File: src/rtl/hub_port_gate.sv
module hub_port_gate #(
  parameter int NPORTS = 4,
  parameter int DW     = 8
) (
  input  logic              clk,
  input  logic              rst_n,
  input  logic              bus_reset,
  input  logic              wr_en,
  input  logic              sel_enable,
  input  logic              sel_speed,
  input  logic [DW-1:0]     wdata,
  output logic [DW-1:0]     rdata,
  input  logic              pkt_active,
  input  logic              fs_traffic,
  input  logic              eof2,
  input  logic [NPORTS-1:0] ds_nonidle,
  input  logic [NPORTS-1:0] us_connect,
  input  logic [NPORTS-1:0] port_suspend,
  output logic [NPORTS-1:0] port_en,
  output logic [NPORTS-1:0] port_ls,
  output logic [NPORTS-1:0] fwd_gate,
  output logic [NPORTS-1:0] babble_evt
);

  localparam int PAD = DW - NPORTS;

  logic [NPORTS-1:0] en_q, pend_q, ls_q, bev_q;

  wire               wr_enable = wr_en & sel_enable;
  wire               wr_speed  = wr_en & sel_speed;
  wire [NPORTS-1:0]  wr_bits   = wdata[NPORTS-1:0];
  wire [NPORTS-1:0]  set_req   = wr_enable ? wr_bits  : '0;
  wire [NPORTS-1:0]  clr_req   = wr_enable ? ~wr_bits : '0;

  wire [NPORTS-1:0]  babble    = {NPORTS{eof2}} & en_q & (ds_nonidle | us_connect);
  wire [NPORTS-1:0]  waiting   = (pend_q | set_req) & ~clr_req & ~en_q;
  wire [NPORTS-1:0]  promote   = pkt_active ? '0 : waiting;
  wire [NPORTS-1:0]  en_d      = ((en_q & ~clr_req) | promote) & ~babble;
  wire [NPORTS-1:0]  pend_d    = waiting & ~promote & ~babble;

  always_ff @(posedge clk or negedge rst_n) begin
    if (!rst_n) begin
      en_q   <= '0;
      pend_q <= '0;
      ls_q   <= '0;
      bev_q  <= '0;
    end else if (bus_reset) begin
      en_q   <= '0;
      pend_q <= '0;
      ls_q   <= '0;
      bev_q  <= '0;
    end else begin
      en_q   <= en_d;
      pend_q <= pend_d;
      bev_q  <= babble;
      if (wr_speed) ls_q <= wr_bits;
    end
  end

  assign port_en    = en_q;
  assign port_ls    = ls_q;
  assign babble_evt = bev_q;
  assign fwd_gate   = en_q & ~port_suspend & ~(ls_q & {NPORTS{fs_traffic}});

  always_comb begin
    rdata = '0;
    if (sel_enable)     rdata = {{PAD{1'b0}}, en_q};
    else if (sel_speed) rdata = {{PAD{1'b0}}, ls_q};
  end

  p_bus_reset_clears_r1: assert property (@(posedge clk) disable iff (!rst_n)
    bus_reset |=> (port_en == '0 && port_ls == '0 && babble_evt == '0));

  p_reserved_zero_r2: assert property (@(posedge clk) disable iff (!rst_n)
    rdata[DW-1:NPORTS] == '0);

  p_no_enable_mid_packet_r4: assert property (@(posedge clk) disable iff (!rst_n)
    pkt_active |=> ((port_en & ~$past(port_en)) == '0));

  p_babble_leaves_disabled_r6: assert property (@(posedge clk) disable iff (!rst_n)
    (babble_evt & port_en) == '0);

  p_babble_needs_eof2_r8: assert property (@(posedge clk) disable iff (!rst_n)
    !eof2 |=> babble_evt == '0);

  p_suspend_blocks_r10: assert property (@(posedge clk) disable iff (!rst_n)
    (fwd_gate & (port_suspend | ~port_en)) == '0);

endmodule

File: config.mk
export PLATFORM = sky130hd
export DESIGN_NAME = hub_port_gate
export DESIGN_NICKNAME = d
export VERILOG_FILES = /design/src/rtl/hub_port_gate.sv
export SDC_FILE = /design/constraint.sdc
export NUM_CORES = 1
export LEC_CHECK = 0
export ABC_AREA = 1
export BUFFER_PORTS_ARGS = -buffer_cell sky130_fd_sc_hd__buf_2
export CAP_MARGIN = 20
export CORE_UTILIZATION = 37
export CTS_CLUSTER_SIZE = 12
export DETAILED_ROUTE_END_ITERATION = 10
export GPL_ROUTABILITY_DRIVEN = 0
export PLACE_DENSITY_LB_ADDON = 0.2
export SYNTH_ARGS = -nofsm -noshare
export SYNTH_HDL_FRONTEND = slang
export SYNTH_SLANG_ARGS = --single-unit
File: constraint.sdc
create_clock -name clk -period 0.8 [get_ports clk]
set_input_delay 0.16 -clock clk [delete_from_list [all_inputs] [get_ports clk]]
set_output_delay 0.16 -clock clk [all_outputs]
set_load 0.02 [all_outputs]
==> results.py <==
metrics = {
    "outcome": {
        "outcome": "finished, violations left",
        "violations": "negative setup slack",
    },
    "die": {
        "core-area_um2": 2060,
        "start_util": 0.412,
        "ios": 53,
        "rows": 16,
        "fp.dieH_um": 49.9,
        "fp.dieW_um": 49.9,
        "die-area_um2": 2490,
    },
    "placed_design": {
        "portBuffers": 44,
        "dpl.hpwl_mm": 1.90,
        "detailed_place.area_um2": 1300,
    },
    "worst_setup_path": {
        "cp-start-kind": "flop",
        "crit_required_ns": 0.64,
        "cp_max_fo": 3,
        "crit_type": "flop to primary output",
        "end_kind": "primary output",
        "crit_arrival_ns": 1.10,
    },
    "layout": {
        "finalNetCount": 217,
        "area_delta_synth_final_pct": 97.8,
        "drive_above_1_share": 0.640,
        "antenna_cells": 0,
        "num-fill-cells": 127,
        "finalInstanceArea_um2": 1680,
        "finish.utilization": 0.815,
    },
    "timing": {
        "final-hold-violation-count": 0,
        "fin_tns_setup_ns": -8.52,
        "skew_ns": 0.000254,
        "setup_ws_ns": -0.464,
        "final_max_slew_viol_count": 0,
        "setup_viol": 32,
        "fin_crit_sh": 1.58,
        "post-route-min-period_ns": 1.26,
        "grt_setup_unrepaired": "true",
        "fmax_mhz": 791,
    },
    "drt": {
        "wirelength_mm": 2.75,
        "avgViaCountPerCell": 4.80,
        "ant_nets": 0,
        "drtIter0Drc": 16,
        "vias": 1023,
        "drtPass1Iterations": 4,
        "wire_per_inst_um": 12.9,
        "drc": 0,
    },
    "cts": {
        "htreeDepth": 1,
        "cts.clk_slew.worst_paths_ns": 0.09,
        "insertion_delay_ns": 0.28,
        "root_buffer": "clkbuf_4",
        "cts_tree": "done",
        "cts_buffers": 3,
        "cts_buffer_depth": 2,
        "clock_sinks": 16,
    },
    "power_and_ir_drop": {
        "peakVddDrop_mv": 1.01,
        "power.density_nw_per_um2": 1150,
        "leakage_nw": 0.868,
    },
    "grt": {
        "gr-usage-all-layers": 0.220,
        "grt-ovfl-total": 0,
        "grt_max_degree": 17,
        "grt_pass1_vias": 969,
        "antenna_found_initial": 0,
        "grt_pass1_wl_mm": 4.08,
    },
    "yosys": {
        "ys_types": 11,
        "ys_seq_area_frac": 0.471,
        "ys_ff_latch": 16,
        "synthCells": 116,
        "syn_area_um2": 850,
        "syn_avg_cell_area_um2": 7.32,
        "ys_warn_count": 0,
    },
    "run": {
        "cap_viol_max_count": 0,
    },
    "hold_path": {
        "hold_class": "input port to flop",
    },
}
per-layer routing:
layer	vias up	GRT usage	wire length, um
met5	-	0	0
met4	0	0.0571	41
li1	490	-	-
met1	493	0.227	1040
met2	36	0.428	1550
met3	4	0.0586	107
area by class of cell:
type	count	area (um^2)	share of cell area
tap	27	33.8	0.0201
multi-input combinational	66	495	0.295
inverter	33	138	0.0819
clock buffer	3	22.5	0.0134
sequential	16	410	0.244
timing repair buffer	68	581	0.345
placed cells by master, fill, tap and decap left out, types with 4 or more instances in the layout:
master / instances
a211oi_4: 4
a21oi_1: 4
buf_2: 24
buf_4: 9
buf_6: 34
conb_1: 4
dfrtp_1: 8
dfrtp_2: 8
inv_1: 22
inv_2: 6
inv_4: 4
nand2_1: 11
nand2_2: 9
nand3_1: 8
nand3_2: 5
nor2_1: 8
nor2_2: 5
o22ai_4: 5
flip-flops by register name, indices dropped and copies added, names as in the netlist:
register,cells
pend_q,4
babble_evt,4
port_en,4
port_ls,4
worst max-delay path, cell delays in order (launching register included):
cell and delay (ns):
dfrtp_2 0.45, a211oi_4 0.22, buf_6 0.15
through the flow:
step	worst slack, ns	total power [mW]	std cells	hold slack, ns
floorplan	-0.139	1.15	119	-0.136
global placement	-0.214	1.34	197	0.0881
detailed placement	-0.259	1.35	197	0.0964
CTS	-0.467	1.89	210	0.127
global route	-0.497	2.02	213	0.148
finish	-0.464	1.94	213	0.132
power by group:
part / internal (mW) / total, mW / switching [mW]
combinational: 0.304 / 0.651 / 0.347
clock: 0.175 / 0.410 / 0.235
sequential: 0.842 / 0.875 / 0.0333
total: 1.32 / 1.94 / 0.615
synth_stat cells, drive strengths merged:
| library cell | instances | share of area |
|---|---|---|
| o22ai | 8 | 0.059 |
| nand2 | 20 | 0.091 |
| buf | 4 | 0.035 |
| nor2 | 13 | 0.057 |
| nand3 | 13 | 0.077 |
| a211oi | 4 | 0.035 |
| conb | 1 | 0.0044 |
| a21oi | 4 | 0.024 |
| dfrtp | 16 | 0.47 |
| inv | 33 | 0.15 |
repair_timing:
| action | in CTS | in global routing |
|---|---|---|
| resized for setup | 58 | 22 |
| setup endpoints to repair | 29 | 35 |
| hold buffers | 1 | 0 |
| buffers inserted | 9 | 5 |
| pin swaps | 6 | 7 |
| hold endpoints to repair | 16 | 0 |
worst paths after layout:
path	startpoint	end	slack (ns)	cells past startpoint
worst max-delay path	port_ls[1]	fwd_gate[1]	-0.46	2
max in group asynchronous	rst_n	port_en[3]	0.19	2
worst min register to register	port_en[0]	pend_q[0]	0.59	3
min in group asynchronous	rst_n	port_ls[2]	0.31	2
worst min-delay path	wdata[1]	port_ls[1]	0.13	3
worst max register to register	port_en[3]	port_en[3]	-0.28	7
cell families after synthesis:
family                 Yosys count  share of synthesized area
buffers and inverters           37                      0.181
AND/OR/NAND/NOR                 46                      0.225
other                            1                    0.00441
flip-flops                      16                      0.471
AO/OA/AOI/OAI                   16                      0.118
(Power assumes the default switching activity.)
